--- src/rtl/irq_pkg.sv ---
package irq_pkg;
   localparam int REG_W    = 8;
   localparam int RADDR_W  = 3;
   localparam int NUM_LVL  = 4;
   localparam int LVL_W    = 2;
   localparam int EN0_SRC  = 5;
   localparam int MAX_SRC  = EN0_SRC + REG_W;
   localparam int GLOB_BIT = 7;
   localparam int SPARE_BIT = 6;

   typedef logic [LVL_W-1:0] lvl_t;

   typedef enum logic [RADDR_W-1:0] {
      RA_EN0  = 3'd0,
      RA_EN1  = 3'd1,
      RA_PRL0 = 3'd2,
      RA_PRL1 = 3'd3,
      RA_PRH0 = 3'd4,
      RA_PRH1 = 3'd5,
      RA_FLG0 = 3'd6,
      RA_FLG1 = 3'd7
   } reg_addr_e;

   function automatic logic is_cfg_addr(input logic [RADDR_W-1:0] a);
      return a <= RA_PRH1;
   endfunction
endpackage

--- src/rtl/irq_cfg_regs.sv ---
module irq_cfg_regs
   import irq_pkg::*;
#(
   parameter int NUM_SRC = 11
) (
   input  logic                 clk,
   input  logic                 rst_n,
   input  logic                 wr,
   input  logic [RADDR_W-1:0]   addr,
   input  logic [REG_W-1:0]     wdata,
   input  logic [NUM_SRC-1:0]   flags,
   output logic [REG_W-1:0]     rdata,
   output logic [NUM_SRC-1:0]   src_en,
   output logic                 glob_en,
   output logic [NUM_SRC-1:0]   prl,
   output logic [NUM_SRC-1:0]   prh,
   output logic                 cfg_wr,
   output logic [NUM_SRC-1:0]   flg_clr
);
   localparam int PAIR_W = 2 * REG_W;

   logic                 spare_q;
   logic [MAX_SRC-1:0]   en_wbits;
   logic [PAIR_W-1:0]    pair_wbits;
   logic [MAX_SRC-1:0]   en_pad;
   logic [PAIR_W-1:0]    prl_pad, prh_pad, flg_pad;

   assign en_wbits   = {wdata, wdata[EN0_SRC-1:0]};
   assign pair_wbits = {wdata, wdata};
   assign cfg_wr     = wr && is_cfg_addr(addr);

   always_ff @(posedge clk or negedge rst_n) begin
      if (!rst_n) begin
         glob_en <= 1'b0;
         spare_q <= 1'b0;
         src_en  <= '0;
         prl     <= '0;
         prh     <= '0;
      end else if (wr) begin
         if (addr == RA_EN0) begin
            glob_en <= wdata[GLOB_BIT];
            spare_q <= wdata[SPARE_BIT];
         end
         for (int i = 0; i < NUM_SRC; i++) begin
            if (i < EN0_SRC) begin
               if (addr == RA_EN0) src_en[i] <= en_wbits[i];
            end else begin
               if (addr == RA_EN1) src_en[i] <= en_wbits[i];
            end
            if (i < REG_W) begin
               if (addr == RA_PRL0) prl[i] <= pair_wbits[i];
               if (addr == RA_PRH0) prh[i] <= pair_wbits[i];
            end else begin
               if (addr == RA_PRL1) prl[i] <= pair_wbits[i];
               if (addr == RA_PRH1) prh[i] <= pair_wbits[i];
            end
         end
      end
   end

   // software clear: a 0 written to a flag bit clears it
   always_comb begin
      flg_clr = '0;
      for (int i = 0; i < NUM_SRC; i++) begin
         if (i < REG_W)
            flg_clr[i] = wr && (addr == RA_FLG0) && !pair_wbits[i];
         else
            flg_clr[i] = wr && (addr == RA_FLG1) && !pair_wbits[i];
      end
   end

   assign en_pad  = MAX_SRC'(src_en);
   assign prl_pad = PAIR_W'(prl);
   assign prh_pad = PAIR_W'(prh);
   assign flg_pad = PAIR_W'(flags);

   always_comb begin
      unique case (addr)
         RA_EN0:  rdata = {glob_en, spare_q, 1'b0, en_pad[EN0_SRC-1:0]};
         RA_EN1:  rdata = en_pad[MAX_SRC-1:EN0_SRC];
         RA_PRL0: rdata = prl_pad[REG_W-1:0];
         RA_PRL1: rdata = prl_pad[PAIR_W-1:REG_W];
         RA_PRH0: rdata = prh_pad[REG_W-1:0];
         RA_PRH1: rdata = prh_pad[PAIR_W-1:REG_W];
         RA_FLG0: rdata = flg_pad[REG_W-1:0];
         default: rdata = flg_pad[PAIR_W-1:REG_W];
      endcase
   end
endmodule

--- src/rtl/irq_flag_bank.sv ---
module irq_flag_bank #(
   parameter int                 NUM_SRC    = 11,
   parameter logic [NUM_SRC-1:0] LEVEL_MASK = '0
) (
   input  logic               clk,
   input  logic               rst_n,
   input  logic [NUM_SRC-1:0] src_req,
   input  logic [NUM_SRC-1:0] sw_clr,
   input  logic [NUM_SRC-1:0] ack_clr,
   output logic [NUM_SRC-1:0] flags
);
   for (genvar i = 0; i < NUM_SRC; i++) begin : g_src
      logic set_now;
      logic clr_now;
      if (LEVEL_MASK[i]) begin : g_level
         assign set_now = src_req[i];
         assign clr_now = sw_clr[i];
      end else begin : g_edge
         logic prev_q;
         always_ff @(posedge clk or negedge rst_n) begin
            if (!rst_n) prev_q <= 1'b0;
            else        prev_q <= src_req[i];
         end
         assign set_now = src_req[i] && !prev_q;
         assign clr_now = sw_clr[i] || ack_clr[i];
      end

      always_ff @(posedge clk or negedge rst_n) begin
         if (!rst_n)       flags[i] <= 1'b0;
         else if (set_now) flags[i] <= 1'b1;
         else if (clr_now) flags[i] <= 1'b0;
      end
   end
endmodule

--- src/rtl/irq_arbiter.sv ---
module irq_arbiter
   import irq_pkg::*;
#(
   parameter int NUM_SRC   = 11,
   parameter int ARB_STYLE = 0,
   localparam int IDX_W    = $clog2(NUM_SRC)
) (
   input  logic [NUM_SRC-1:0] pend,
   input  logic [NUM_SRC-1:0] prl,
   input  logic [NUM_SRC-1:0] prh,
   output logic               win_valid,
   output lvl_t               win_lvl,
   output logic [IDX_W-1:0]   win_idx
);
   lvl_t src_lvl [NUM_SRC];

   for (genvar i = 0; i < NUM_SRC; i++) begin : g_lvl
      assign src_lvl[i] = {prh[i], prl[i]};
   end

   if (ARB_STYLE == 0) begin : g_scan
      // one pass from the top index down; >= lets the lower index take ties
      always_comb begin
         win_valid = 1'b0;
         win_lvl   = '0;
         win_idx   = '0;
         for (int i = NUM_SRC - 1; i >= 0; i--) begin
            if (pend[i] && (!win_valid || src_lvl[i] >= win_lvl)) begin
               win_valid = 1'b1;
               win_lvl   = src_lvl[i];
               win_idx   = IDX_W'(i);
            end
         end
      end
   end else begin : g_by_level
      // per-level request vectors, then a priority pick inside the top level
      logic [NUM_SRC-1:0] hit [NUM_LVL];
      logic [NUM_SRC-1:0] sel_hit;
      always_comb begin
         for (int l = 0; l < NUM_LVL; l++)
            for (int i = 0; i < NUM_SRC; i++)
               hit[l][i] = pend[i] && (src_lvl[i] == lvl_t'(l));
      end
      always_comb begin
         win_valid = 1'b0;
         win_lvl   = '0;
         sel_hit   = '0;
         for (int l = 0; l < NUM_LVL; l++) begin
            if (|hit[l]) begin
               win_valid = 1'b1;
               win_lvl   = lvl_t'(l);
               sel_hit   = hit[l];
            end
         end
         win_idx = '0;
         for (int i = NUM_SRC - 1; i >= 0; i--)
            if (sel_hit[i]) win_idx = IDX_W'(i);
      end
   end
endmodule

--- src/rtl/irq_svc_track.sv ---
module irq_svc_track
   import irq_pkg::*;
(
   input  logic               clk,
   input  logic               rst_n,
   input  logic               push,
   input  lvl_t               push_lvl,
   input  logic               pop,
   output logic [NUM_LVL-1:0] isr_mask,
   output logic               top_valid,
   output lvl_t               top_lvl
);
   always_comb begin
      top_valid = 1'b0;
      top_lvl   = '0;
      for (int l = 0; l < NUM_LVL; l++) begin
         if (isr_mask[l]) begin
            top_valid = 1'b1;
            top_lvl   = lvl_t'(l);
         end
      end
   end

   always_ff @(posedge clk or negedge rst_n) begin
      if (!rst_n)
         isr_mask <= '0;
      else if (push)
         isr_mask[push_lvl] <= 1'b1;
      else if (pop && top_valid)
         isr_mask[top_lvl] <= 1'b0;
   end
endmodule

--- src/rtl/irq_prio_ctrl.sv ---
module irq_prio_ctrl
   import irq_pkg::*;
#(
   parameter int                 NUM_SRC    = 11,
   parameter int                 ADDR_W     = 16,
   parameter int                 VEC_BASE   = 3,
   parameter int                 VEC_STEP   = 8,
   parameter logic [NUM_SRC-1:0] LEVEL_MASK = 11'b000_0001_0000,
   parameter int                 ARB_STYLE  = 0
) (
   input  logic                clk,
   input  logic                rst_n,
   input  logic [NUM_SRC-1:0]  src_req,
   input  logic                ack_window,
   input  logic                reti,
   input  logic                reg_wr,
   input  logic [RADDR_W-1:0]  reg_addr,
   input  logic [REG_W-1:0]    reg_wdata,
   output logic [REG_W-1:0]    reg_rdata,
   output logic                call_req,
   output logic [ADDR_W-1:0]   call_vec
);
   localparam int IDX_W = $clog2(NUM_SRC);
   localparam longint VEC_LAST = longint'(VEC_BASE) + longint'(VEC_STEP) * (NUM_SRC - 1);

   if (NUM_SRC < 2 || NUM_SRC > MAX_SRC) begin : g_bad_nsrc
      $error("irq_prio_ctrl: NUM_SRC must lie in 2..%0d", MAX_SRC);
   end
   if (VEC_STEP < 1 || VEC_BASE < 0) begin : g_bad_vec
      $error("irq_prio_ctrl: VEC_STEP must be positive and VEC_BASE non-negative");
   end
   if (VEC_LAST >= (longint'(1) << ADDR_W)) begin : g_bad_addr
      $error("irq_prio_ctrl: ADDR_W too narrow for the last vector");
   end
   if (ARB_STYLE != 0 && ARB_STYLE != 1) begin : g_bad_arb
      $error("irq_prio_ctrl: ARB_STYLE must be 0 or 1");
   end

   logic [NUM_SRC-1:0] flags, src_en, prl, prh, flg_clr, ack_clr, pend;
   logic               glob_en, cfg_wr, blk_q, accept;
   logic               win_valid, top_valid;
   lvl_t               win_lvl, top_lvl;
   logic [IDX_W-1:0]   win_idx;
   logic [NUM_LVL-1:0] isr_mask;

   irq_cfg_regs #(.NUM_SRC(NUM_SRC)) u_regs (
      .clk     (clk),
      .rst_n   (rst_n),
      .wr      (reg_wr),
      .addr    (reg_addr),
      .wdata   (reg_wdata),
      .flags   (flags),
      .rdata   (reg_rdata),
      .src_en  (src_en),
      .glob_en (glob_en),
      .prl     (prl),
      .prh     (prh),
      .cfg_wr  (cfg_wr),
      .flg_clr (flg_clr)
   );

   irq_flag_bank #(.NUM_SRC(NUM_SRC), .LEVEL_MASK(LEVEL_MASK)) u_flags (
      .clk     (clk),
      .rst_n   (rst_n),
      .src_req (src_req),
      .sw_clr  (flg_clr),
      .ack_clr (ack_clr),
      .flags   (flags)
   );

   assign pend = flags & src_en;

   irq_arbiter #(.NUM_SRC(NUM_SRC), .ARB_STYLE(ARB_STYLE)) u_arb (
      .pend      (pend),
      .prl       (prl),
      .prh       (prh),
      .win_valid (win_valid),
      .win_lvl   (win_lvl),
      .win_idx   (win_idx)
   );

   irq_svc_track u_svc (
      .clk       (clk),
      .rst_n     (rst_n),
      .push      (accept),
      .push_lvl  (win_lvl),
      .pop       (reti),
      .isr_mask  (isr_mask),
      .top_valid (top_valid),
      .top_lvl   (top_lvl)
   );

   // one instruction of grace after a return or a configuration write
   always_ff @(posedge clk or negedge rst_n) begin
      if (!rst_n) blk_q <= 1'b0;
      else        blk_q <= reti || cfg_wr;
   end

   assign accept = win_valid && glob_en && ack_window && !reti && !cfg_wr && !blk_q
                   && (!top_valid || (win_lvl > top_lvl));

   assign ack_clr = accept ? (NUM_SRC'(1) << win_idx) : '0;

   always_ff @(posedge clk or negedge rst_n) begin
      if (!rst_n) begin
         call_req <= 1'b0;
         call_vec <= '0;
      end else begin
         call_req <= accept;
         if (accept)
            call_vec <= ADDR_W'(VEC_BASE + VEC_STEP * int'(win_idx));
      end
   end
endmodule

--- config.mk ---
export PLATFORM = sky130hd
export DESIGN_NAME = irq_prio_ctrl
export DESIGN_NICKNAME = d
export VERILOG_FILES = /design/src/rtl/irq_pkg.sv /design/src/rtl/irq_cfg_regs.sv /design/src/rtl/irq_flag_bank.sv /design/src/rtl/irq_arbiter.sv /design/src/rtl/irq_svc_track.sv /design/src/rtl/irq_prio_ctrl.sv
export SDC_FILE = /design/constraint.sdc
export NUM_CORES = 1
export LEC_CHECK = 0
export ABC_AREA = 1
export BUFFER_PORTS_ARGS = -buffer_cell sky130_fd_sc_hd__clkbuf_2
export CELL_PAD_IN_SITES_DETAIL_PLACEMENT = 2
export CELL_PAD_IN_SITES_GLOBAL_PLACEMENT = 2
export CORE_AREA = 4 4 102 128
export CTS_BUF_LIST = sky130_fd_sc_hd__clkbuf_4 sky130_fd_sc_hd__clkbuf_8
export DETAILED_ROUTE_END_ITERATION = 10
export DIE_AREA = 0 0 106 132
export PLACE_DENSITY_LB_ADDON = 0.1
export SLEW_MARGIN = 20
export SYNTH_ARGS = -nofsm -noshare
export SYNTH_HDL_FRONTEND = slang
export SYNTH_SLANG_ARGS = --single-unit
--- constraint.sdc ---
create_clock -name clk -period 14.4 [get_ports clk]
set_clock_uncertainty 0.05 [all_clocks]
set_input_delay 0.72 -clock clk [delete_from_list [all_inputs] [get_ports clk]]
set_output_delay 0.72 -clock clk [all_outputs]
set_load 0.005 [all_outputs]
# ---- Word-level counts from Yosys, hierarchy flattened
# Index checks and enable logic that the tools add are counted.
dict set report classes {
  mul 0
  eq_ne 7
  n_shift 1
  n_div 0
  bitwise 4
  n_lt_le_gt_ge 16
  n_reduce_logical 116
  n_addsub 1
  muxes 70
}
# operator count
set op_table {}
lappend op_table {{8-bit one-hot mux with 7 select lines} 1}
lappend op_table {{4-bit 2-to-1 mux} 13}
lappend op_table {{1-bit logical AND} 43}
lappend op_table {{1-bit 2-to-1 mux} 40}
lappend op_table {{1-bit logical NOT} 32}
lappend op_table {{2-bit 2-to-1 mux} 13}
lappend op_table {{2-bit nonzero test} 12}
lappend op_table {{1-bit logical OR} 22}
lappend op_table {{2-bit >= comparator} 10}
lappend op_table {{3-bit == test (second input constant)} 4}
lappend op_table {{2-bit AND reduction} 6}
lappend op_table {{11-bit AND} 1}
lappend op_table {{11-bit 2-to-1 mux} 1}
lappend op_table {{1-bit by 4-bit left shift with 11-bit output (first input constant)} 1}
lappend op_table {{2-bit by 7-bit adder with 8-bit output (first input constant)} 1}
lappend op_table {{3-bit by 2-bit == test with 1-bit output (second input constant)} 2}
lappend op_table {{2-bit by 3-bit < comparator with 1-bit output (second input constant)} 2}
lappend op_table {{4-bit AND} 1}
lappend op_table {{1-bit demux with 2-bit select} 2}
lappend op_table {{2-bit by 1-bit >= comparator with 1-bit output (second input constant)} 2}
lappend op_table {{4-bit NOT} 1}
lappend op_table {{4-bit OR} 1}
lappend op_table {{3-bit by 1-bit == test with 1-bit output (second input constant)} 1}
lappend op_table {{3-bit less-or-equal comparator (second input constant)} 1}
lappend op_table {{2 further kinds} 2}
dict set report word_totals {
  out_inout_bits 25
  ramBits 0
  inputBits 27
  register_bits 78
  rom_bits 0
  latchBits 0
  elab_cells 248
  mem_count 0
}

# ---- Depth between registers and ports, before layout
# Gate-level depths: netlist of run 1.
dict set report depth {
  depth_word 52
  mapped_depth 92
  mapped_depth_nobuf 92
}

# ---- Cells and area by module
# A second synthesis of run 1 with hierarchy kept.
dict set report unflattened {
  cells_unflattened 615
  area_unflattened_um2 4488.1
}
# mod seq_area_each_um2 area_per_inst_um2 cells_each n_inst
set by_module_without_submodules {}
lappend by_module_without_submodules {irq_cfg_regs 875.8 1851.8 235 1}
lappend by_module_without_submodules {irq_arbiter 0.0 1036.0 175 1}
lappend by_module_without_submodules {irq_flag_bank 525.5 724.4 73 1}
lappend by_module_without_submodules {irq_prio_ctrl 175.2 640.6 99 1}
lappend by_module_without_submodules {irq_svc_track 100.1 235.2 33 1}

# ---- Least setup slack after synthesis of run 1
# No wires, ideal clock.
dict set report synth_timing {
  path_type {register -> register}
  from {register u_flags.flags[10]}
  to {register u_flags.flags[5]}
  setup_ps 123
  required_time_ps 14227
  path_buffers 0
  arrival_time_ps 10172
  setup_slack_ps 4055
  stages_incl_launch_ff 84
  period_less_slack_ps 10345
  cell_sequence {dfrtp_1 nand2_2 nor2_1 ha_1 inv_1 nand2_1 nand2_1 nand2_2 nand2_4 nand2_1 o21ai_1 ha_1 inv_1 nand2_1 nand2_1 nand3_2 nand2_4 nand3_2 [48 not listed] nand2_1 nand2_1 ha_1 o21ai_0 or3b_2 nand3_1 nand3_1 nand2_2 inv_2 ha_1 inv_1 nor2_1 o21ai_0 a2111oi_0 nand2_1 or2_4 o21ai_1 o21ai_1}
}
dict set report synth_between {
  elab_chain_len 51
  word_cells_on_any_way 86
  classes_between {11 x order compare; 1 x shift; 34 x mux; 1 x bitwise; 39 x reduce/logical}
}
# element line_no
set synth_lines {}
lappend synth_lines {{start, declared} irq_flag_bank.sv:10} ;# output logic [NUM_SRC-1:0] flags
lappend synth_lines {{start signal, assigned by index} irq_flag_bank.sv:29} ;# if (!rst_n) flags[i] <= 1'b0;
lappend synth_lines {{start signal, assigned by index} irq_flag_bank.sv:30} ;# else if (set_now) flags[i] <= 1'b1;
lappend synth_lines {{start signal, assigned by index} irq_flag_bank.sv:31} ;# else if (clr_now) flags[i] <= 1'b0;
lappend synth_lines {{11-bit AND *} irq_prio_ctrl.sv:71} ;# assign pend = flags & src_en;
lappend synth_lines {{2-bit 2-to-1 mux or 1-bit 2-to-1 mux (tied branches)} irq_arbiter.sv:28} ;# if (pend[i] && (!win_valid || src_lvl[i] >= win_lvl)) begin
lappend synth_lines {{2-bit >= comparator or 1-bit logical NOT (tied branches)} irq_arbiter.sv:28}
lappend synth_lines {{1-bit logical OR} irq_arbiter.sv:28}
lappend synth_lines {{1-bit logical AND} irq_arbiter.sv:28}
lappend synth_lines {{2-bit 2-to-1 mux or 1-bit 2-to-1 mux (tied branches)} irq_arbiter.sv:28}
lappend synth_lines {{2-bit >= comparator or 1-bit logical NOT (tied branches)} irq_arbiter.sv:28}
lappend synth_lines {{1-bit logical OR} irq_arbiter.sv:28}
lappend synth_lines {{[31 not listed]} --}
lappend synth_lines {{1-bit logical OR} irq_arbiter.sv:28}
lappend synth_lines {{1-bit logical AND} irq_arbiter.sv:28}
lappend synth_lines {{1-bit 2-to-1 mux} irq_arbiter.sv:28}
lappend synth_lines {{1-bit logical AND (5 in series)} irq_prio_ctrl.sv:99} ;# assign accept = win_valid && glob_en && ack_window && !reti && !cfg_wr && !blk_q
lappend synth_lines {{1-bit logical AND} irq_prio_ctrl.sv:100} ;# && (!top_valid || (win_lvl > top_lvl));
lappend synth_lines {{11-bit 2-to-1 mux *} irq_prio_ctrl.sv:102} ;# assign ack_clr = accept ? (NUM_SRC'(1) << win_idx) : '0;
lappend synth_lines {{1-bit logical OR *} irq_flag_bank.sv:25} ;# assign clr_now = sw_clr[i] || ack_clr[i];
lappend synth_lines {{2-bit nonzero test (no source line) *} --}
# Every way passes the cells marked *; elsewhere a longest branch is shown, timed or not.
# A chain may end at the register's enable or synchronous reset.

# ---- Worst setup path in the final report of run 1
dict set report layout_timing {
  from {register u_regs.src_en[10]}
  to {register u_flags.flags[10]}
}
dict set report layout_between {
  elab_chain_len 51
  word_cells_on_any_way 86
  classes_between {11 x order compare; 1 x shift; 34 x mux; 1 x bitwise; 39 x reduce/logical}
}
# element line_no
set layout_lines {}
lappend layout_lines {{start, declared} irq_cfg_regs.sv:13} ;# output logic [NUM_SRC-1:0] src_en,
lappend layout_lines {{start signal, assigned by index} irq_cfg_regs.sv:46} ;# if (addr == RA_EN0) src_en[i] <= en_wbits[i];
lappend layout_lines {{start signal, assigned by index} irq_cfg_regs.sv:48} ;# if (addr == RA_EN1) src_en[i] <= en_wbits[i];
lappend layout_lines {{11-bit AND *} irq_prio_ctrl.sv:71}
lappend layout_lines {{2-bit 2-to-1 mux or 1-bit 2-to-1 mux (tied branches)} irq_arbiter.sv:28}
lappend layout_lines {{2-bit >= comparator or 1-bit logical NOT (tied branches)} irq_arbiter.sv:28}
lappend layout_lines {{1-bit logical OR} irq_arbiter.sv:28}
lappend layout_lines {{1-bit logical AND} irq_arbiter.sv:28}
lappend layout_lines {{2-bit 2-to-1 mux or 1-bit 2-to-1 mux (tied branches)} irq_arbiter.sv:28}
lappend layout_lines {{2-bit >= comparator or 1-bit logical NOT (tied branches)} irq_arbiter.sv:28}
lappend layout_lines {{1-bit logical OR} irq_arbiter.sv:28}
lappend layout_lines {{[32 not listed]} --}
lappend layout_lines {{1-bit logical AND} irq_arbiter.sv:28}
lappend layout_lines {{1-bit 2-to-1 mux} irq_arbiter.sv:28}
lappend layout_lines {{1-bit logical AND (5 in series)} irq_prio_ctrl.sv:99}
lappend layout_lines {{1-bit logical AND *} irq_prio_ctrl.sv:100}
lappend layout_lines {{net accept} irq_prio_ctrl.sv:40} ;# logic glob_en, cfg_wr, blk_q, accept;
lappend layout_lines {{11-bit 2-to-1 mux *} irq_prio_ctrl.sv:102}
lappend layout_lines {{1-bit logical OR *} irq_flag_bank.sv:25}
lappend layout_lines {{2-bit nonzero test (no source line) *} --}
# The timed path passes the listed nets; every way through them passes the cells marked *.

==> metrics.md, run 1 <==
| Metric | Value |
|---|---|
| Hold Fails Final Rpt | 0 |
| DRT Pass-1 Iters | 4 |
| Num CTS Buffers | 9 |
| Slew at the pin closest to its max-slew limit | 0.9081 ns |
| Hold Buf Count CTS | 0 |
| Syn avg cell area | 7.776 um2 |
| Startpoint Class | flop |
| RSZ-0062 raised after global routing | false |
| Filler cell count | 1427 |
| Adder-Cell Fraction of Synth Area | 0.05812 |
| Setup Buffers After CTS | 0 |
| Critical Path RT | around 15 ns |
| CTS resizes | 0 |
| Crit-path slowest cell | or3b_2 |
| Fin crit period | around 12 ns |
| Layout cells sized above 1 | 0.1872 |
| DRC | 0 |
| PwrDens | 174.8 nW/um2 |
| WS Path Type | reg -> reg |
| Worst-skew pair later-pin latency | ~0.35 ns |
| Max-cap violations | 0 |
| Hold Crit Start | u_flags.g_src[5].g_edge.prev_q |
| Post-Syn Area | 4090 um2 |
| R2r startpoint | u_regs.src_en[10] |
| Largest net degree at the start of global routing | 68 |
| Max clock buf depth | 2 |
| Initial antenna violation count | 0 |
| Fin. max-slew vios | 0 |
| Hold Path Class | reg -> reg |
| Routability cong. | 0.8278 |
| Netlist cell types | 38 |
| CP Capture Type | flop |
| Root Driver | clkbuf_8 |
| Most Frequent Cell on Critical Path | nand2_1 |
| Die X | 106 um |
| Layout Nets | 618 |
| DP Wirelength | 11430 um |
| Synthesized flop and latch total | 67 |
| Sink Count | 67 |
| Maximum VDD drop | 0.06354 mV |
| CTS tree | yes |
| First-pass GRT wire length | 23510 um |
| Sequential fraction of the synthesis area | 0.4099 |
| Starting Density | 0.3427 |
| Top fanout value on the critical path | 10 |
| CP delay by family, top | simple AND/OR/NAND/NOR gates |
| Fmax | a little over 0.08 GHz |
| Crit path buf inv count | 8 |
| Vias per inst | 5.084 |
| Clock-pin slew on the worst setup and hold paths | 0.08 ns |
| Compound-Gate Fraction of Synth Area | 0.1588 |
| Core Region | 11940 um2 |
| GR Util All Layers | 0.2187 |
| Final worst path period share | 0.8448 |
| # rows | 45 |
| Largest family of logic cells by synthesized area | simple AND/OR/NAND/NOR gates |
| Detailed Route WL | 14500 um |
| Vias in the first global route | 4294 |
| Synth Area in XOR/XNOR | 0 |
| Initial detailed-routing violation count | 155 |
| Highest cell delay on the worst timing path | around 0.47 ns |
| Synth warnings | 0 |
| Leak Pwr | 2.470 nW |
| Multiplexer share of the synthesized area | 0 |
| Cells after synthesis | 526 |
| Die height | between 100 and 150 um |
| Syn-to-layout area delta | 15.39% |
| Ant. Diodes | 0 |
| Number of routed nets with antenna violations | 0 |
| Vias | 3767 |
| IO Port Bufs | between 40 and 50 |
| CTS HTree Levels | 3 |
| Number of I/O pins | between 50 and 60 |
| Drt wl/cell | 19.56 um |
| Die footprint | approximately 14000 um2 |
| Setup TNS Final | 0 ns |
| Max_slew headroom | 0.3946 |
| Total gr overflow | 0 |
| Arrival @ worst endpoint | between 10 and 15 ns |
| Synth Area in Simple Gates | 0.2640 |
| Fin Hold WS | 0.3710 ns |
| Critical Path Source | u_regs.src_en[10] |
| Outcome | completed |
| Total power draw | 825.2 uW |
| Setup Viol. Count Final | 0 |
placed cells by master, fill, tap and decap left out, types with 2 or more instances in the layout:
master and count:
nand2_1 118, inv_2 4, dfrtp_1 67, o21ai_2 4, inv_1 87, and2_1 5
ha_1 19, nand3b_1 2, bufinv_16 4, o21ai_1 11, nand2_4 4, nor2_2 2
conb_1 10, a221oi_1 7, clkbuf_2 40, o21ai_0 56, o22ai_1 12, nand2_2 17
nand3_2 11, clkbuf_8 11, o21bai_1 2, o221ai_1 2, nand3_1 24, a21oi_1 10
nor2_1 29, nor3_1 2, a221o_1 2
cells in the mapped netlist:
cell type,n,area share
nand2_1,118,0.11
inv_1,87,0.080
dfrtp_1,67,0.41
o21ai_0,56,0.069
nor2_1,29,0.027
nand3_1,24,0.029
ha_1,19,0.058
nand2_2,17,0.026
o22ai_1,12,0.018
buf_4,11,0.020
nand3_2,11,0.027
o21ai_1,11,0.013
a21oi_1,10,0.012
a221oi_1,7,0.015
and2_1,5,0.0076
clkbuf_1,5,0.0046
inv_2,4,0.0037
nand2_4,4,0.011
o21ai_2,4,0.0086
a221o_1,2,0.0049
nand3b_1,2,0.0037
nor2_2,2,0.0031
nor3_1,2,0.0024
o21bai_1,2,0.0037
o221ai_1,2,0.0043
a2111oi_0,1,0.0021
a21oi_2,1,0.0021
a31oi_1,1,0.0015
conb_1,1,0.00092
nand3_4,1,0.0043
nand3b_2,1,0.0028
nand4_2,1,0.0031
nor3b_2,1,0.0031
o2111ai_1,1,0.0021
o31ai_1,1,0.0018
or2_2,1,0.0015
or2_4,1,0.0021
or3b_2,1,0.0021
logic make-up (layout without fill, tap and decap cells):
kind of cell | after synthesis | after routing
AO/OA/AOI/OAI | 111 | 111
adder cells (fa/ha/maj) | 19 | 19
other | 1 | 10
buffers and inverters | 107 | 149
AND/OR/NAND/NOR | 221 | 221
flip-flops | 67 | 67
registers in the layout, indices dropped and copies added (netlist names):
signal,cells
u_flags.flags,11
u_regs.prh,11
u_regs.prl,11
u_regs.src_en,11
u_flags.g_src.g_edge.prev_q,10
call_vec,5
u_svc.isr_mask,4
blk_q,1
call_req,1
u_regs.glob_en,1
u_regs.spare_q,1
per-stage QoR:
step,cell area [um2],utilization,setup slack [ns],cells
6_report,4720,0.3954,2.235,741
5_1_grt,4720,0.3954,0.8446,741
4_1_cts,4720,0.3954,2.101,741
3_5_place_dp,4441,0.3720,2.178,725
3_3_place_gp,4441,0.3720,2.916,725
2_1_floorplan,4124,-,4.055,535
layout make-up:
cell class                 instances  area, um2  area share
clock buffer                      12      158.9     0.03367
clock inverter                     4      120.1     0.02545
inverter                          91      341.6     0.07238
multi-input combinational        361       2004      0.4247
sequential                        67       1677      0.3552
tap                              164      205.2     0.04348
timing repair buffer              42      212.7     0.04507
worst paths after layout:
path,endpoint,slack [ns],cells past startpoint
max reg2reg,u_flags.flags[10],2.23,84
max,u_flags.flags[10],2.23,84
min,u_flags.flags[5],0.37,1
max in group asynchronous,u_regs.prh[8],13.19,2
min in group asynchronous,u_svc.isr_mask[0],0.53,2
min reg2reg,u_flags.flags[5],0.37,1
worst reg2reg max path: cells and delay by family, from the launching register on:
kind,cells,cell delay [ns]
simple gates,48,5.51
compound gates,17,2.45
flops,1,0.44
fa+ha+maj,11,2.94
buf+inv,8,0.68
power breakdown:
part	switching, mW	internal (mW)
combinational	0.234	0.122
sequential	0.0278	0.218
clock	0.0790	0.144
metal layers:
metal  routed length, um  track usage  vias to the layer above
li1                    -            -                     1784
met1                6293       0.2717                     1889
met2                7489       0.3894                       75
met3                 445      0.03381                       19
met4                 268      0.06407                        0
met5                   0            0                        -
Power figures use the tool's default switching activity.
==> run 2, diff against run 1 <==
==> constraint.sdc (replaced) <==
create_clock -name clk -period 12.5 [get_ports clk]
set_clock_uncertainty 0.05 [all_clocks]
set_input_delay 0.625 -clock clk [delete_from_list [all_inputs] [get_ports clk]]
set_output_delay 0.625 -clock clk [all_outputs]
set_load 0.005 [all_outputs]
==> run 2 against run 1 <==
  * Via count decreased by 0.27%
  * Largest power group unchanged
  * Combinational power increased by 20%
  * Die area unchanged
  * Final cell count increased by 0.40%
  * Worst setup slack got worse by 1.2 ns
  * Count of clock-buffer cells in the layout decreased by 3
  * Sequential share of layout area decreased by 0.33 points
==> metrics.md, run 2 (same netlist as run 1, synthesis figures left out) <==
| Metric | Value |
|---|---|
| End point of the worst hold path | u_flags.g_src[9].g_edge.prev_q |
| Leak Pwr | 2.466 nW (-0.16%) |
| DP Wirelength | 11340 um (-0.81%) |
| Commonest non-fill, non-tap cell in the layout | nand2_1 |
| GRT met3 Usage | 0.03528 (+0.001470) |
| Total gr overflow | 0 (unchanged) |
| Slew at the pin closest to its max-slew limit | 0.9349 ns (+0.02683 ns) |
| Number of routed nets with antenna violations | 0 (unchanged) |
| Layout cells sized above 1 | 0.2138 (+0.02662) |
| Arrival @ worst endpoint | 11.66 ns (-0.69 ns) |
| Max-cap violations | 0 (unchanged) |
| Hold Path Class | in -> reg |
| WS Path Type | reg -> reg |
| Root Driver | clkbuf_8 |
| Setup Viol. Count Final | 0 (unchanged) |
| Crit path buf inv count | 8 (unchanged) |
| Highest cell delay on the worst timing path | 0.50 ns (+0.03 ns) |
| R2r startpoint | u_flags.flags[10] |
| CTS tree | yes |
| Final worst path period share | 0.9177 (+0.07294) |
| Syn-to-layout area delta | 16.64% |
| Largest net degree at the start of global routing | 68 (unchanged) |
| GR Util met2 | 0.3660 (-0.02340) |
| Detailed Route WL | 14390 um (-0.74%) |
| Top fanout value on the critical path | 8 (-2) |
| Most Frequent Cell on Critical Path | nand2_1 |
| DRC | 0 (unchanged) |
| Hold Path Stages | 1 (unchanged) |
| Number of I/O pins | 52 (unchanged) |
| Die X | 106 um (unchanged) |
| Max clock buf depth | 2 (unchanged) |
| IO Port Bufs | 41 (unchanged) |
| Outcome | completed |
| Crit-path slowest cell | or3b_2 |
| Reg2Reg Capture Point | u_flags.flags[7] |
| Initial detailed-routing violation count | 145 (-6.5%) |
| GR Util All Layers | 0.2127 (-0.006020) |
| Hold Fails Final Rpt | 0 (unchanged) |
| Num CTS Buffers | 9 (unchanged) |
| Max_slew headroom | 0.3767 (-0.01789) |
| Worst-skew pair later-pin latency | 0.36 ns (about the same) |
| Fin crit period | 11.47 ns (-0.6934 ns) |
| Maximum VDD drop | 0.06470 mV (+1.8%) |
| Layout Nets | 621 (+0.49%) |
| Gr busiest metal | met2 |
| DRT Pass-1 Iters | 4 (unchanged) |
| Critical Path RT | 12.69 ns (-1.89 ns) |
| CP delay by family, top | simple AND/OR/NAND/NOR gates |
| Clock-pin slew on the worst setup and hold paths | 0.09 ns (about the same) |
| CTS HTree Levels | 3 (unchanged) |
| CP Capture Type | flop |
| Setup TNS Final | 0 ns (unchanged) |
| Core Region | 11940 um2 (unchanged) |
| Ant. Diodes | 0 (unchanged) |
| Routability cong. | 0.8403 (+1.5%) |
| Vias in the first global route | 4142 (-3.5%) |
| Reg2reg setup slack | 1.03 ns (-1.21 ns) |
| M1 GR Usage | 0.2812 (+0.009512) |
| Fmax | 0.08717 GHz (+6.0%) |
| Initial antenna violation count | 0 (unchanged) |
| Drt wl/cell | 19.34 um (-1.1%) |
| First-pass GRT wire length | 22900 um (-2.6%) |
| Sink Count | 67 (unchanged) |
| Worst Reg2Reg Path Length in Cells | 83 (-1.2%) |
| # rows | 45 (unchanged) |
| Fin. max-slew vios | 0 (unchanged) |
| PwrDens | 197.2 nW/um2 (+13%) |
| Starting Density | 0.3427 (unchanged) |
| Die height | 132 um (unchanged) |
| Hold Crit Start | src_req[9] |
| Die footprint | 13990 um2 (unchanged) |
| Most frequent cells in the layout | nand2_1 (115), inv_1 (86), dfrtp_1 (65) |
| Hold Buf Count CTS | 0 (unchanged) |
| Fin Hold WS | 0.3307 ns (-0.04031 ns) |
| Vias per inst | 5.050 (-0.67%) |
| Startpoint Class | flop |
| Vias | 3757 (-0.27%) |
-- run 2: how the worst max path moves through the flow --
stage	from	end	slack, ns	cells after the start
2_1_floorplan	u_flags.flags[10]	u_flags.flags[5]	2.15	83
3_3_place_gp	u_flags.flags[10]	u_flags.flags[7]	0.93	82
3_5_place_dp	u_flags.flags[10]	u_flags.flags[8]	0.17	84
4_1_cts	u_flags.flags[10]	u_flags.flags[8]	0.07	84
5_1_grt	u_flags.flags[10]	u_flags.flags[9]	-0.07	85
6_report	u_flags.flags[10]	u_flags.flags[7]	1.03	83
-- run 2: metal layers --
layer,routed length (um),vias up
li1,-,1791
met1,6584,1906
met2,7341,48
met3,281,12
met4,182,0
met5,0,-
-- run 2: repair_timing --
item                       in CTS  in global routing
resized for setup               0                 21
buffers inserted                0                  3
setup endpoints to repair       0                 20
-- run 2: final cells by class --
cell class / count / area, um2
fillers: 1454 / 7166
clock inverters: 7 / 123.9
repair buffers: 45 / 235.2
well taps: 164 / 205.2
flip-flops and latches: 67 / 1679
inverters: 91 / 345.3
clock buffers: 9 / 123.9
multi-input cells: 361 / 2058
-- run 2: power by group --
group          switching, mW  internal, mW  total, mW
logic                  0.279         0.147      0.426
registers             0.0320         0.252      0.284
clock network         0.0969         0.134      0.231
total                  0.408         0.533      0.941
-- run 2: metrics by stage --
step                      area, um2  cells  total power, mW  utilization  worst slack, ns
after CTS                      4688    741           0.9378       0.3928          0.07288
final                          4771    744           0.9406       0.3997            1.028
after global routing           4771    744            1.024       0.3997         -0.06765
after detailed placement       4441    725           0.6988       0.3720           0.1736
after global placement         4441    725           0.6724       0.3720           0.9346
after floorplan                4124    535           0.5644            -            2.155
==> run 3, diff against run 2 <==
--- a/config.mk
+++ b/config.mk
@@ -9,12 +9,13 @@
 export BUFFER_PORTS_ARGS = -buffer_cell sky130_fd_sc_hd__clkbuf_2
 export CELL_PAD_IN_SITES_DETAIL_PLACEMENT = 2
 export CELL_PAD_IN_SITES_GLOBAL_PLACEMENT = 2
-export CORE_AREA = 4 4 102 128
+export CORE_AREA = 4 4 98 123
 export CTS_BUF_LIST = sky130_fd_sc_hd__clkbuf_4 sky130_fd_sc_hd__clkbuf_8
 export DETAILED_ROUTE_END_ITERATION = 10
-export DIE_AREA = 0 0 106 132
+export DIE_AREA = 0 0 102 127
 export PLACE_DENSITY_LB_ADDON = 0.1
 export SLEW_MARGIN = 20
 export SYNTH_ARGS = -nofsm -noshare
 export SYNTH_HDL_FRONTEND = slang
 export SYNTH_SLANG_ARGS = --single-unit
+export TNS_END_PERCENT = 30
==> constraint.sdc (replaced) <==
create_clock -name clk -period 13.8 [get_ports clk]
set_clock_uncertainty 0.05 [all_clocks]
set_input_delay 0.69 -clock clk [delete_from_list [all_inputs] [get_ports clk]]
set_output_delay 0.69 -clock clk [all_outputs]
set_load 0.005 [all_outputs]
==> run 3 against run 2 <==
  * Non-clock buffer count fell by 3
  * Register-to-register slack improved by 0.35 ns
  * Power fell by 17%
  * Final cell count fell by 4.3%
  * Via count rose by 1.3%
  * Critical endpoint is now u_flags.flags[6]
  * Largest cell class unchanged
  * Highest routed layer is now met5
==> metrics.md, run 3 (same netlist as run 1, synthesis figures left out) <==
| Metric | Value |
|---|---|
| Fmax | 0.08051 GHz (-7.6%) |
| Hold Fails Final Rpt | 0 (unchanged) |
| CTS tree | yes |
| # rows | 43 (-4.4%) |
| Number of routed nets with antenna violations | 0 (unchanged) |
| Detailed Route WL | 14030 um (-2.5%) |
| Top fanout value on the critical path | 10 (+2) |
| Worst-skew pair later-pin latency | 0.36 ns (about the same) |
| Syn-to-layout area delta | 12.17% |
| Switch share | 0.4579 (+0.02462) |
| Vias in the first global route | 4411 (+6.5%) |
| Initial detailed-routing violation count | 127 (-12%) |
| Total power draw | 777.6 uW (-17%) |
| Clock-pin slew on the worst setup and hold paths | 0.09 ns (about the same) |
| Maximum VDD drop | 0.06590 mV (+1.9%) |
| DRC | 0 (unchanged) |
| Part of the power in the clock network | 0.203 (-0.043) |
| IO Port Bufs | 41 (unchanged) |
| Setup TNS Final | 0 ns (unchanged) |
| Outcome | completed |
| Fin. max-slew vios | 0 (unchanged) |
| Util after Layout | 0.4180 (+0.01835) |
| Vias | 3804 (+1.3%) |
| Fin Hold WS | 0.3622 ns (+0.03148 ns) |
| PwrDens | 169.5 nW/um2 (-14%) |
| CP Capture Type | flop |
| Most Frequent Cell on Critical Path | nand2_1 |
| Total gr overflow | 0 (unchanged) |
| R2r startpoint | u_regs.src_en[10] |
| Setup Buffers After CTS | 0 (unchanged) |
| Max clock buf depth | 2 (unchanged) |
| Pre-CTS setup slack | 1.255 ns (+1.081 ns) |
| Startpoint Class | flop |
| Die X | 102 um (-3.8%) |
| Core Region | 10980 um2 (-8.1%) |
| Most frequent cells in the layout | nand2_1 (118), inv_1 (87), dfrtp_1 (67) |
| DRT Pass-1 Iters | 4 (unchanged) |
| Routability cong. | 0.8259 (-1.7%) |
| Gate power share | 0.469 (+0.016) |
| Hold Path Stages | 1 (unchanged) |
| Hold Crit Start | u_flags.g_src[5].g_edge.prev_q |
| Setup Viol. Count Final | 0 (unchanged) |
| Die height | 127 um (-3.8%) |
| Slew at the pin closest to its max-slew limit | 0.9264 ns (-0.008542 ns) |
| Num CTS Buffers | 9 (unchanged) |
| Max-cap violations | 0 (unchanged) |
| Sink Count | 67 (unchanged) |
| Starting Density | 0.3727 (+0.03000) |
| Int Power | 421.5 uW (-21%) |
| Vias per inst | 5.343 (+5.8%) |
| GR Util All Layers | 0.2346 (+0.02189) |
| Arrival @ worst endpoint | 12.60 ns (+0.94 ns) |
| WS Path Type | reg -> reg |
| Hold Path Class | reg -> reg |
| Leak Pwr | 2.420 nW (-1.8%) |
| Ant. Diodes | 0 (unchanged) |
| DP Wirelength | 11160 um (-1.6%) |
| Layout Nets | 618 (-0.48%) |
| End point of the worst hold path | u_flags.flags[5] |
| Final worst path period share | 0.9000 (-0.01772) |
| Max_slew headroom | 0.3824 (+0.005695) |
| Reg2reg setup slack | 1.38 ns (+0.35 ns) |
| Highest cell delay on the worst timing path | 0.45 ns (-0.05 ns) |
| Commonest non-fill, non-tap cell in the layout | nand2_1 |
| Crit-path slowest cell | or3b_2 |
| Layout cells sized above 1 | 0.1872 (-0.02662) |
| Worst Reg2Reg Path Length in Cells | 83 (unchanged) |
| Critical Path RT | 13.98 ns (+1.29 ns) |
| CTS resizes | 0 (unchanged) |
| CTS HTree Levels | 3 (unchanged) |
| Reg2Reg Capture Point | u_flags.flags[6] |
| Number of I/O pins | 52 (unchanged) |
| Root Driver | clkbuf_8 |
| Largest net degree at the start of global routing | 68 (unchanged) |
| Setup ws final | 1.380 ns (+0.3515 ns) |
| Die footprint | 12950 um2 (-7.4%) |
| Net Sw Power | 356.1 uW (-13%) |
| RSZ-0062 raised after global routing | false |
| Hold Buf Count CTS | 0 (unchanged) |
| First-pass GRT wire length | 23120 um (+0.96%) |
| Share of power burned in registers | 0.328 (+0.026) |
| Fin crit period | 12.42 ns (+0.9485 ns) |
| Drt wl/cell | 19.71 um (+1.9%) |
| Initial antenna violation count | 1 (+1) |
-- run 3: cell count changes in the layout (fill, tap and decap cells not counted), sizes merged --
cell and delta:
bufinv -3, inv +2, clkinvlp -1, clkinv +2, buf -3
-- run 3: worst max-delay path by stage --
stage / to / start / slack [ns] / cells after the start
after floorplan: u_flags.flags[5] / u_flags.flags[10] / 3.45 / 83
after global placement: u_flags.flags[6] / u_regs.src_en[10] / 2.02 / 82
after detailed placement: u_flags.flags[9] / u_regs.src_en[10] / 1.25 / 84
after CTS: u_flags.flags[9] / u_regs.src_en[10] / 1.20 / 84
after global routing: u_flags.flags[9] / u_regs.src_en[10] / 0.04 / 84
final: u_flags.flags[6] / u_regs.src_en[10] / 1.38 / 83
-- run 3: metal layers --
layer  GRT usage  wire length [um]  share of wire  up-vias
met5           0                13        0.00093        -
met4     0.07336               252          0.018        2
met3     0.03714               417          0.030       18
met2      0.4267              7642           0.54       62
met1      0.2782              5707           0.41     1934
li1            -                 -              -     1788
-- run 3: per-stage QoR --
step                instances  area [um2]
floorplan                 535        4124
global placement          696        4404
detailed placement        696        4404
CTS                       712        4588
global route              712        4588
finish                    712        4588
-- run 3: layout make-up --
| type | count | area (um2) |
|---|---|---|
| fillers | 1301 | 6387 |
| multi-input cells | 361 | 2004 |
| flip-flops and latches | 67 | 1677 |
| repair buffers | 42 | 212.7 |
| inverters | 91 | 341.6 |
| clock inverters | 7 | 60.06 |
| clock buffers | 9 | 123.9 |
| well taps | 135 | 168.9 |
-- run 3: power groups by stage --
| stage | sequential [mW] | combinational [mW] | clock (mW) |
|---|---|---|---|
| final | 0.255 | 0.365 | 0.158 |
| after global routing | 0.260 | 0.424 | 0.174 |
| after floorplan | 0.250 | 0.262 | 0 |
| after CTS | 0.255 | 0.373 | 0.164 |
| after detailed placement | 0.259 | 0.366 | 0 |
| after global placement | 0.257 | 0.342 | 0 |
-- run 3: worst max-delay path, delay by kind of cell (launching register included) --
family	cells	cell delay, ns
buffers and inverters	7	0.47
flip-flops	1	0.44
AO/OA/AOI/OAI	16	2.23
AND/OR/NAND/NOR	49	6.17
adder cells (fa/ha/maj)	11	2.88
